--- config.mk ---
export PLATFORM = sky130hd
export DESIGN_NAME = txdesc_dma
export DESIGN_NICKNAME = d
export VERILOG_FILES = /design/src/rtl/txd_pkg.sv /design/src/rtl/txd_late.sv /design/src/rtl/txd_pump.sv /design/src/rtl/txdesc_dma.sv
export SDC_FILE = /design/constraint.sdc
export NUM_CORES = 1
export LEC_CHECK = 0
export BUFFER_PORTS_ARGS = -buffer_cell sky130_fd_sc_hd__buf_2
export CAP_MARGIN = 20
export CORE_ASPECT_RATIO = 1.5
export CORE_UTILIZATION = 35
export DETAILED_ROUTE_END_ITERATION = 10
export GPL_TIMING_DRIVEN = 0
export PLACE_DENSITY_LB_ADDON = 0.08
export SLEW_MARGIN = 20
export SYNTH_ARGS = -nofsm -noshare
export SYNTH_HDL_FRONTEND = slang
export SYNTH_SLANG_ARGS = --single-unit
--- constraint.sdc ---
create_clock -name clk -period 4.65 [get_ports clk]
set_input_delay 0.2325 -clock clk [delete_from_list [all_inputs] [get_ports clk]]
set_output_delay 0.2325 -clock clk [all_outputs]
set_load 0.03 [all_outputs]
--- src/rtl/txd_pkg.sv ---
package txd_pkg;

  typedef enum logic [3:0] {
    S_IDLE, S_F0, S_F1, S_F2, S_F3, S_F4,
    S_REC0, S_REC1, S_XFER, S_WRST, S_NEXT, S_HALT
  } txd_state_e;

  // byte offsets inside one descriptor
  localparam int OFS_CTRL = 0;
  localparam int OFS_CNT  = 2;
  localparam int OFS_BLO  = 4;
  localparam int OFS_BHI  = 6;
  localparam int OFS_NLO  = 8;
  localparam int OFS_STAT = 10;

  // control word bit positions
  localparam int CB_INT  = 15;
  localparam int CB_SOF  = 14;
  localparam int CB_EOF  = 13;
  localparam int CB_EOQ  = 12;
  localparam int CB_CRC  = 9;
  localparam int CB_PRI  = 8;

  typedef struct packed {
    logic last;
    logic crcbad;
    logic pri;
  } txd_side_t;

endpackage

--- src/rtl/txd_late.sv ---
module txd_late #(
  parameter int LATE_LIM = 8
) (
  input  logic clk,
  input  logic rst,
  input  logic clr,
  input  logic waiting,
  output logic und
);
  localparam int CW = $clog2(LATE_LIM + 1);

  logic [CW-1:0] cnt_q;
  logic          und_q;

  always_ff @(posedge clk) begin
    if (rst) begin
      cnt_q <= '0;
      und_q <= 1'b0;
    end else begin
      if (clr) und_q <= 1'b0;
      if (!waiting) begin
        cnt_q <= '0;
      end else if (cnt_q == CW'(LATE_LIM - 1)) begin
        und_q <= 1'b1;
      end else begin
        cnt_q <= cnt_q + 1'b1;
      end
    end
  end

  assign und = und_q;

  // once flagged, the underrun stays until the next descriptor fetch
  assert_und_sticky_R8: assert property (@(posedge clk) disable iff (rst)
    (und_q && !clr) |=> und_q)
    else $error("underrun flag dropped mid-descriptor");

endmodule

--- src/rtl/txd_pump.sv ---
module txd_pump
  import txd_pkg::*;
(
  input  logic        clk,
  input  logic        rst,
  input  logic        load,
  input  logic        two,
  input  logic [15:0] wd,
  input  txd_side_t   side_lo,
  input  txd_side_t   side_hi,
  output logic        empty,
  output logic        frame_open,
  input  logic        tx_ready,
  output logic        tx_valid,
  output logic [7:0]  tx_data,
  output logic        tx_last,
  output logic        tx_crcbad,
  output logic        tx_pri
);
  logic       v_q, hv_q, open_q;
  logic [7:0] d_q, hd_q;
  txd_side_t  s_q, hs_q;

  always_ff @(posedge clk) begin
    if (rst) begin
      v_q    <= 1'b0;
      hv_q   <= 1'b0;
      open_q <= 1'b0;
      d_q    <= '0;
      hd_q   <= '0;
      s_q    <= '0;
      hs_q   <= '0;
    end else begin
      if (load) begin
        v_q  <= 1'b1;
        d_q  <= wd[7:0];
        s_q  <= side_lo;
        hv_q <= two;
        hd_q <= wd[15:8];
        hs_q <= side_hi;
      end else if (v_q && tx_ready) begin
        if (hv_q) begin
          d_q  <= hd_q;
          s_q  <= hs_q;
          hv_q <= 1'b0;
        end else begin
          v_q <= 1'b0;
        end
      end
      if (v_q && tx_ready) open_q <= !s_q.last;
    end
  end

  assign empty      = !v_q && !hv_q;
  assign frame_open = open_q;
  assign tx_valid   = v_q;
  assign tx_data    = d_q;
  assign tx_last    = s_q.last;
  assign tx_crcbad  = s_q.crcbad;
  assign tx_pri     = s_q.pri;

  // a stalled byte and its sideband do not move
  assert_hold_R13: assert property (@(posedge clk) disable iff (rst)
    (v_q && !tx_ready) |=> (v_q && $stable(d_q) && $stable(s_q)))
    else $error("stalled byte changed");

  // a word is only taken when nothing is left from the previous one
  assert_load_empty_R2: assert property (@(posedge clk) disable iff (rst)
    load |-> (!v_q && !hv_q))
    else $error("word loaded over pending bytes");

  // spoiled-check request only on a frame end byte
  assert_crc_last_R5: assert property (@(posedge clk) disable iff (rst)
    (v_q && s_q.crcbad) |-> s_q.last)
    else $error("crcbad without last");

endmodule

--- src/rtl/txdesc_dma.sv ---
module txdesc_dma
  import txd_pkg::*;
#(
  parameter int          AW       = 24,
  parameter int          CNTW     = 12,
  parameter int          LATE_LIM = 8,
  parameter logic [23:0] REC_ADDR = 24'h000100
) (
  input  logic          clk,
  input  logic          rst,
  input  logic          cmd_start,
  input  logic [AW-1:0] cmd_addr,
  output logic          mem_req,
  output logic          mem_we,
  output logic [AW-1:0] mem_addr,
  output logic [15:0]   mem_wdata,
  input  logic          mem_ack,
  input  logic [15:0]   mem_rdata,
  output logic          tx_valid,
  input  logic          tx_ready,
  output logic [7:0]    tx_data,
  output logic          tx_last,
  output logic          tx_crcbad,
  output logic          tx_pri,
  output logic          irq,
  output logic [1:0]    irq_cause
);
  localparam int REMW = CNTW + 1;
  localparam int HIW  = AW - 16;
  localparam logic [REMW-1:0] MAXB = REMW'(1) << CNTW;
  localparam logic [AW-1:0]   EVEN = ~AW'(1);

  txd_state_e     st;
  logic [AW-1:0]  desc_q, ntda_q, ptr_q;
  logic [REMW-1:0] rem_q;
  logic           f_int, f_sof, f_eof, f_eoq, f_crc, f_pri;
  logic           req_q, we_q, irq_q;
  logic [AW-1:0]  addr_q;
  logic [15:0]    wdata_q;
  logic [1:0]     cause_q;

  logic           acc_on, acc_we;
  logic [AW-1:0]  acc_addr;
  logic [15:0]    acc_wd;

  logic           pump_empty, pump_open, pump_load, two, fin;
  logic           und;
  txd_side_t      side_lo, side_hi, side_fin;
  logic [15:0]    stat_w;

  assign two      = rem_q >= REMW'(2);
  assign fin      = rem_q <= REMW'(2);
  assign side_fin = '{last: fin && f_eof, crcbad: fin && f_eof && f_crc, pri: f_pri};
  assign side_lo  = two ? '{last: 1'b0, crcbad: 1'b0, pri: f_pri} : side_fin;
  assign side_hi  = side_fin;
  assign pump_load = (st == S_XFER) && req_q && mem_ack;
  assign stat_w   = {1'b1, 1'b0, und, 13'b0};

  // what the current state wants from memory
  always_comb begin
    acc_on   = 1'b0;
    acc_we   = 1'b0;
    acc_addr = desc_q;
    acc_wd   = '0;
    case (st)
      S_F0: begin acc_on = 1'b1; acc_addr = desc_q + AW'(OFS_CTRL); end
      S_F1: begin acc_on = 1'b1; acc_addr = desc_q + AW'(OFS_CNT);  end
      S_F2: begin acc_on = 1'b1; acc_addr = desc_q + AW'(OFS_BLO);  end
      S_F3: begin acc_on = 1'b1; acc_addr = desc_q + AW'(OFS_BHI);  end
      S_F4: begin acc_on = 1'b1; acc_addr = desc_q + AW'(OFS_NLO);  end
      S_REC0: begin
        acc_on = 1'b1; acc_we = 1'b1;
        acc_addr = AW'(REC_ADDR); acc_wd = desc_q[15:0];
      end
      S_REC1: begin
        acc_on = 1'b1; acc_we = 1'b1;
        acc_addr = AW'(REC_ADDR) + AW'(2); acc_wd = 16'(desc_q[AW-1:16]);
      end
      S_XFER: begin
        acc_on = (rem_q != '0) && pump_empty; acc_addr = ptr_q;
      end
      S_WRST: begin
        acc_on = 1'b1; acc_we = 1'b1;
        acc_addr = desc_q + AW'(OFS_STAT); acc_wd = stat_w;
      end
      default: ;
    endcase
  end

  always_ff @(posedge clk) begin
    if (rst) begin
      st      <= S_IDLE;
      desc_q  <= '0;
      ntda_q  <= '0;
      ptr_q   <= '0;
      rem_q   <= '0;
      {f_int, f_sof, f_eof, f_eoq, f_crc, f_pri} <= '0;
      req_q   <= 1'b0;
      we_q    <= 1'b0;
      addr_q  <= '0;
      wdata_q <= '0;
      irq_q   <= 1'b0;
      cause_q <= '0;
    end else begin
      irq_q <= 1'b0;
      if (req_q) begin
        if (mem_ack) begin
          req_q <= 1'b0;
          we_q  <= 1'b0;
          case (st)
            S_F0: begin
              f_int <= mem_rdata[CB_INT];
              f_sof <= mem_rdata[CB_SOF];
              f_eof <= mem_rdata[CB_EOF];
              f_eoq <= mem_rdata[CB_EOQ];
              f_crc <= mem_rdata[CB_CRC];
              f_pri <= mem_rdata[CB_PRI];
              ntda_q[AW-1:16] <= mem_rdata[HIW-1:0];
              st <= S_F1;
            end
            S_F1: begin
              rem_q <= (mem_rdata[CNTW-1:0] == '0) ? MAXB : REMW'(mem_rdata[CNTW-1:0]);
              st <= S_F2;
            end
            S_F2: begin ptr_q[15:0] <= mem_rdata & 16'hFFFE; st <= S_F3; end
            S_F3: begin ptr_q[AW-1:16] <= mem_rdata[HIW-1:0]; st <= S_F4; end
            S_F4: begin
              ntda_q[15:0] <= mem_rdata & 16'hFFFE;
              st <= f_sof ? S_REC0 : S_XFER;
            end
            S_REC0: st <= S_REC1;
            S_REC1: st <= S_XFER;
            S_XFER: begin
              ptr_q <= ptr_q + AW'(2);
              rem_q <= rem_q - (two ? REMW'(2) : REMW'(1));
            end
            S_WRST: begin
              irq_q   <= f_int | f_eoq;
              cause_q <= {f_eoq, f_int};
              st      <= f_eoq ? S_HALT : S_NEXT;
            end
            default: ;
          endcase
        end
      end else if (acc_on) begin
        req_q   <= 1'b1;
        we_q    <= acc_we;
        addr_q  <= acc_addr;
        wdata_q <= acc_wd;
      end else begin
        case (st)
          S_IDLE, S_HALT: if (cmd_start) begin
            desc_q <= cmd_addr & EVEN;
            st     <= S_F0;
          end
          S_XFER: if (rem_q == '0 && pump_empty) st <= S_WRST;
          S_NEXT: begin desc_q <= ntda_q; st <= S_F0; end
          default: ;
        endcase
      end
    end
  end

  txd_pump u_pump (
    .clk(clk), .rst(rst), .load(pump_load), .two(two), .wd(mem_rdata),
    .side_lo(side_lo), .side_hi(side_hi), .empty(pump_empty), .frame_open(pump_open),
    .tx_ready(tx_ready), .tx_valid(tx_valid), .tx_data(tx_data), .tx_last(tx_last),
    .tx_crcbad(tx_crcbad), .tx_pri(tx_pri)
  );

  txd_late #(.LATE_LIM(LATE_LIM)) u_late (
    .clk(clk), .rst(rst), .clr(st == S_F0),
    .waiting((st == S_XFER) && req_q && pump_open), .und(und)
  );

  assign mem_req   = req_q;
  assign mem_we    = we_q;
  assign mem_addr  = addr_q;
  assign mem_wdata = wdata_q;
  assign irq       = irq_q;
  assign irq_cause = cause_q;

  // an access is held steady until it is acknowledged
  assert_memhold_R2: assert property (@(posedge clk) disable iff (rst)
    (req_q && !mem_ack) |=> (req_q && $stable(addr_q) && $stable(we_q) && $stable(wdata_q)))
    else $error("memory request changed before ack");

  // interrupt is a single-cycle pulse
  assert_irq_pulse_R9: assert property (@(posedge clk) disable iff (rst)
    irq_q |=> !irq_q)
    else $error("irq longer than one cycle");

  // parked engine stays off the memory
  assert_halt_quiet_R10: assert property (@(posedge clk) disable iff (rst)
    (st == S_HALT) |-> !req_q)
    else $error("memory access while parked");

endmodule

==> reports/qor.txt, run 1 <==
worst-path maximum fanout: 8
ANT nets after route: 0
Hold-fix buffers, CTS: 0
Crit. End Element: flip-flop
H-tree depth: 4
CP max-delay cell: a2111oi_0
Post-CTS Setup Inserts: 0
Final HPWL DP: 32750 um
layout cell share with drive strength beyond 1: 12.38%
Max-slew headroom: 16.57%
global-route wire length before repair: 62960 um
DRC violations left: 0
Slew @ Worst Pin: 1247 ps
area added between synthesis and finish: 15.86%
DIE AREA: 27260 um^2
placed insts: 1675
Required @ worst endpoint: 4940 ps
Port Buffers: 100
cell area after synthesis: 9306 um^2
average wire per standard cell: 24.98 um
final cell count without fillers: 1707
clk root buf: clkbuf_16
HP Class: in -> reg
Syn Area/Cell: 7.493 um^2
final WL: 42650 um
hold path cells: 2
routability cong.: 1.028
drt via density: 5.995
Chip Height: 201.7 um
CTS tree: done
Max IR drop VDD: 292.6 uV
initial antenna violation count: 0
most frequent cells in the layout: dfxtp_1 (167), nand2_1 (165), nor2_1 (156), a21oi_1 (134), buf_2 (117)
Pins Over Slew Limit: 0
R2R depth: 10
minimum clock period: 3990 ps
worst path cell trace: nand4bb_1 > inv_1 > ha_1 > clkbuf_1 > o211ai_1 > nor4_1 > mux2i_1 > nor2_1 > a2111oi_0 > nor3_1
LEAKAGE: 3.818 nW
Reg clk slew, reported paths: 70 ps
PwrDens: 445.5 nW/um^2
I/O pins: 102
FFs w/ async S/R, synth: 0%
Finished Core Util: 41.56%
sequential area share after synthesis: 35.92%
Synth Warn #: 0
largest net degree at the start of global routing: 17
die width: 135.1 um
critical path launch point type: flip-flop
Final Power: 4.804 mW
f_max: 250.7 MHz
1st-iter DRT viols: 763
post-CTS sizing: 0
post-synth top area cell: dfxtp_1
RSZ-0062 raised after global routing: no
status: complete, no violations
DR pass1 iterations: 6
TNS Setup: 0 ps
Max-Cap Viols: 0
cell count after synthesis: 1242
GR Util All Layers: 31.71%
Max Buffers Root-to-Sink: 2
cell row count: 72
Synth Register Bits: 167
final hold viol count: 0
Crit path largest cell delay: 840 ps
Final setup viols: 0
CTS buffer count: 17
commonest non-fill, non-tap cell in the layout: dfxtp_1
vias in the first global route: 9804
Core ar.: 25940 um^2
Unique masters post-synth: 72
clock skew: 9.487 ps
nets: 1416
Synth area leaders: dfxtp_1 (36%), a21oi_1 (7.2%), nand2_1 (6.7%)
Clk Latency, worst-skew pair: 450 ps
Post-Syn Nets: 1297
total number of vias: 10233
Post-synth EDFFs: 0
grt ovf: 0
share of Yosys cell area claimed by the top area cell type: 35.92%
Starting Density: 35.87%
Most used DFF post-synth: dfxtp_1
CTS Sinks: 167
Setup Crit Path Kind: reg -> reg
fin crit share: 85.80%
Worst EP arrival: 4280 ps
## through the flow
| stage | hold slack [ps] | area (um^2) | setup slack (ps) |
|---|---|---|---|
| 3_5_place_dp | 445.6 | 10220 | 762.2 |
| 6_report | 53.27 | 10780 | 660.4 |
| 2_1_floorplan | 351.2 | 9306 | 2060 |
| 4_1_cts | 35.47 | 10780 | 723.4 |
| 5_1_grt | 66.47 | 10780 | 518.4 |
| 3_3_place_gp | 439.6 | 10220 | 661.0 |
## layout make-up
type / instances / area (um^2)
Fill cell: 2793 / 15160
Multi-Input combinational cell: 953 / 5473
Sequential cell: 167 / 3343
Clock buffer: 19 / 442.9
Inverter: 23 / 86.33
Timing Repair Buffer: 100 / 500.5
Clock inverter: 12 / 113.9
Antenna cell: 1 / 2.502
Tap cell: 333 / 416.7
Buffer: 99 / 404.1
## metal layers
layer  vias to the layer above  share of wire, %  GRT usage (%)
met5                         -                 0              0
met4                         0               7.5          23.64
met3                       142               5.3          5.190
met2                       437                49          53.85
met1                      4862                38          35.09
li1                       4792                 -              -
## cell families (layout without fill, tap and decap cells)
kind of cell / after synthesis / after routing / synth area share (%)
AND/OR/NAND/NOR: 506 / 506 / 25.18
multiplexers: 44 / 44 / 4.773
buffers and inverters: 122 / 253 / 5.270
other: 0 / 1 / 0
XOR/XNOR: 12 / 12 / 1.129
AO/OA/AOI/OAI: 381 / 381 / 26.22
flip-flops: 167 / 167 / 35.92
adder cells (fa/ha/maj): 10 / 10 / 1.506
## path summary, 6_finish.rpt
check                      endpoint     startpoint  slack, ps
setup / recovery       mem_addr[14]          st[1]        660
hold / removal    u_pump.frame_open       tx_ready         50
setup reg to reg       mem_addr[14]          st[1]        660
hold reg to reg       mem_wdata[14]  mem_wdata[14]        450
## worst max-delay path, delay by kind of cell, from the launching register on
family	cells	cell delay (ps)
simple gates	4	1270
compound gates	2	1050
buf+inv	2	670
flops	1	390
mux	1	260
fa+ha+maj	1	200
## flip-flops by register name (all words and copies together) (netlist names), 2 cells and up
signal          cells
ntda_q             23
u_pump.hs_q         3
desc_q             23
mem_wdata          16
ptr_q              23
st                  4
rem_q              13
u_late.cnt_q        4
mem_addr           24
irq_cause           2
u_pump.tx_data      8
u_pump.hd_q         8
## synth_stat cells, drive strengths merged (4+ instances only)
master and instances:
a211oi 55, a21o 4, a21oi 134, a221oi 8
a22oi 19, a311oi 10, a31oi 8, and3 10
buf 24, clkbuf 75, dfxtp 167, ha 8
inv 23, mux2i 41, nand2 165, nand2b 9
nand3 37, nand3b 6, nand4 18, nor2 156
nor2b 8, nor3 43, nor4 19, o2111ai 5
o211ai 7, o21ai 72, o221ai 5, o22ai 6
o31ai 7, o32a 4, o41ai 4, or2 6
or3 7, or4 7, xnor2 8, xor2 4
## where the power goes
| part | internal (mW) | total [mW] | leakage (nW) | switching (mW) |
|---|---|---|---|---|
| logic | 0.465 | 1.68 | 2.20 | 1.21 |
| registers | 1.60 | 1.75 | 1.35 | 0.154 |
| clock network | 0.714 | 1.37 | 0.264 | 0.658 |
Power figures use the tool's default switching activity.
==> inputs of run 2 (changes only) <==
CELL_PAD_IN_SITES_DETAIL_PLACEMENT = 0   (was unset)
CELL_PAD_IN_SITES_GLOBAL_PLACEMENT = 1   (was unset)
==> run 2 against run 1 <==
  * Sequential share of layout area is essentially flat
  * Die area is the same
  * Hold slack gained 7.5 ps
  * Register-to-register slack is essentially flat
  * Critical path depth is the same
  * Global-route usage grew 0.11 points
  * Clock skew grew 1.0 ps
  * Non-clock buffer count is the same
  * Utilization grew 0.058 points
  * First-iteration DRC count shrank 0.66%
==> reports/qor.txt, run 2 (synthesized netlist as in run 1, its figures left out) <==
status: complete, no violations (unchanged)
cell row count: 72 (unchanged)
Clk Latency, worst-skew pair: 450 ps (about the same)
1st-iter DRT viols: 758 (was 763)
total number of vias: 10261 (was 10233)
vias in the first global route: 9916 (was 9804)
drt via density: 6.008 (was 5.995)
Placement Setup Slack: 688.2 ps (was 762.2 ps)
minimum clock period: 3986 ps (was 3990 ps)
Required @ worst endpoint: 4950 ps (was 4940 ps)
nets: 1416 (unchanged)
Crit. End Element: flip-flop (unchanged)
Pins Over Slew Limit: 0 (unchanged)
average wire per standard cell: 25.11 um (was 24.98 um)
DR pass1 iterations: 6 (unchanged)
ANT nets after route: 0 (unchanged)
Sequential Power Share: 36.1% (was 36.5%)
CP Launch Point: st[1] (unchanged)
HP Class: in -> reg (unchanged)
Final setup viols: 0 (unchanged)
critical path launch point type: flip-flop (unchanged)
LEAKAGE: 3.833 nW (was 3.818 nW)
global-route wire length before repair: 62980 um (was 62960 um)
TNS Setup: 0 ps (unchanged)
CTS Sinks: 167 (unchanged)
R2R depth: 10 (unchanged)
Core ar.: 25940 um^2 (unchanged)
Internal Pwr Total: 2.798 mW (was 2.778 mW)
Critical Path End: mem_addr[14] (unchanged)
clock group share of total power: 29.2% (was 28.6%)
PwrDens: 448.8 nW/um^2 (was 445.5 nW/um^2)
Psw: 2.048 mW (was 2.026 mW)
most frequent cells in the layout: dfxtp_1 (167), nand2_1 (165), nor2_1 (156), a21oi_1 (134), buf_2 (117) (unchanged)
area added between synthesis and finish: 16.03% (was 15.86%)
Max-slew headroom: 22.99% (was 16.57%)
Chip Height: 201.7 um (unchanged)
DIE AREA: 27260 um^2 (unchanged)
fin crit share: 85.71% (was 85.80%)
GR Util All Layers: 31.82% (was 31.71%)
layout cell share with drive strength beyond 1: 12.45% (was 12.38%)
worst reg2reg endpoint: mem_addr[14] (unchanged)
grt ovf: 0 (unchanged)
post-CTS sizing: 0 (unchanged)
Max-Cap Viols: 0 (unchanged)
commonest non-fill, non-tap cell in the layout: dfxtp_1 (unchanged)
DRC violations left: 0 (unchanged)
Setup Crit Path Kind: reg -> reg (unchanged)
Reg clk slew, reported paths: 70 ps (about the same)
largest net degree at the start of global routing: 17 (unchanged)
Critical R2R Launch: st[1] (unchanged)
Comb pwr share: 34.7% (was 34.9%)
CP top delay family: simple AND/OR/NAND/NOR gates (unchanged)
CTS buffer count: 17 (unchanged)
final hold viol count: 0 (unchanged)
CP Buf/Inv Count: 2 (unchanged)
clock skew: 10.52 ps (was 9.487 ps)
CTS tree: done (unchanged)
Max Buffers Root-to-Sink: 2 (unchanged)
Hold-fix buffers, CTS: 0 (unchanged)
routability cong.: 0.9965 (was 1.028)
switching share of power: 42.26% (was 42.17%)
Max IR drop VDD: 277.8 uV (was 292.6 uV)
final WL: 42890 um (was 42650 um)
initial antenna violation count: 1 (was 0)
Post-CTS Setup Inserts: 0 (unchanged)
worst path cell trace: nand4bb_1 > inv_1 > ha_1 > clkbuf_1 > o211ai_1 > nor4_1 > mux2i_1 > nor2_1 > a2111oi_0 > nor3_1 (unchanged)
I/O pins: 102 (unchanged)
Starting Density: 35.87% (unchanged)
worst-path maximum fanout: 8 (unchanged)
Crit path largest cell delay: 860 ps (was 840 ps)
clk root buf: clkbuf_16 (unchanged)
H-tree depth: 4 (unchanged)
die width: 135.1 um (unchanged)
r2r setup slk: 660 ps (about the same)
RSZ-0062 raised after global routing: no (unchanged)
Slew @ Worst Pin: 1151 ps (was 1247 ps)
fin worst setup slack: 664.3 ps (was 660.4 ps)
CP max-delay cell: nor4_1 (was a2111oi_0)
f_max: 250.9 MHz (was 250.7 MHz)
Port Buffers: 100 (unchanged)
Worst EP arrival: 4290 ps (was 4280 ps)
Worst path depth: 10 (unchanged)
Final HPWL DP: 32850 um (was 32750 um)
Largest register FFs: 24 (unchanged)
-- run 2: cell count changes in the layout (fill, tap and decap cells not counted), sizes merged --
cell      before  now
clkinvlp       3    1
inv           29   27
clkinv         3    7
clkbuf        94   95
-- run 2: layout make-up --
class                      count  area [um^2]
buffer                        99        404.1
timing repair buffer         100        500.5
clock inverter                12        115.1
antenna                        1        2.502
inverter                      23        86.33
sequential                   167         3343
tap                          333        416.7
multi-input combinational    953         5473
fill                        2798        15150
clock buffer                  20        456.7
-- run 2: worst min-delay path by stage --
stage                               from                 to  cells past startpoint  slack, ps
after floorplan                 tx_ready  u_pump.frame_open                      1        350
after global placement       mem_addr[9]        mem_addr[9]                      2        440
after detailed placement  u_pump.hs_q[1]     u_pump.hs_q[1]                      2        440
after CTS                       tx_ready  u_pump.frame_open                      2         40
after global routing            tx_ready  u_pump.frame_open                      2         80
final                           tx_ready  u_pump.frame_open                      2         60
-- run 2: metal layers --
| metal | share of wire (%) | vias up | track usage, % |
|---|---|---|---|
| met5 | 0.040 | - | 0 |
| met4 | 7.1 | 2 | 22.23 |
| met3 | 4.8 | 145 | 5.392 |
| met2 | 49 | 397 | 54.36 |
| met1 | 39 | 4928 | 35.41 |
| li1 | - | 4789 | - |
-- run 2: power by group through the flow --
stage	logic (mW)	registers, mW	clock network (mW)
after floorplan	0.873	1.91	0
after global placement	1.66	1.78	0
after detailed placement	1.65	1.78	0
after CTS	1.65	1.75	1.43
after global routing	1.79	1.77	1.48
final	1.68	1.75	1.42
-- run 2: worst register-to-register path, cell delays in order, from the launching register on --
cell and delay [ps]:
dfxtp_1 390, nand4bb_1 360, inv_1 270, ha_1 190, clkbuf_1 380, o211ai_1 210, nor4_1 860, mux2i_1 270
nor2_1 90, a2111oi_0 730, nor3_1 100
-- run 2: stage by stage --
| stage | hold WS, ps | util [%] | power [mW] | area, um^2 | cells |
|---|---|---|---|---|---|
| after global routing | 77.52 | 41.61 | 5.049 | 10800 | 1707 |
| after floorplan | 351.2 | - | 2.782 | 9306 | 1242 |
| after detailed placement | 442.2 | 39.40 | 3.427 | 10220 | 1675 |
| after CTS | 44.43 | 41.61 | 4.826 | 10800 | 1707 |
| after global placement | 439.9 | 39.40 | 3.433 | 10220 | 1675 |
| final | 60.76 | 41.62 | 4.846 | 10800 | 1708 |
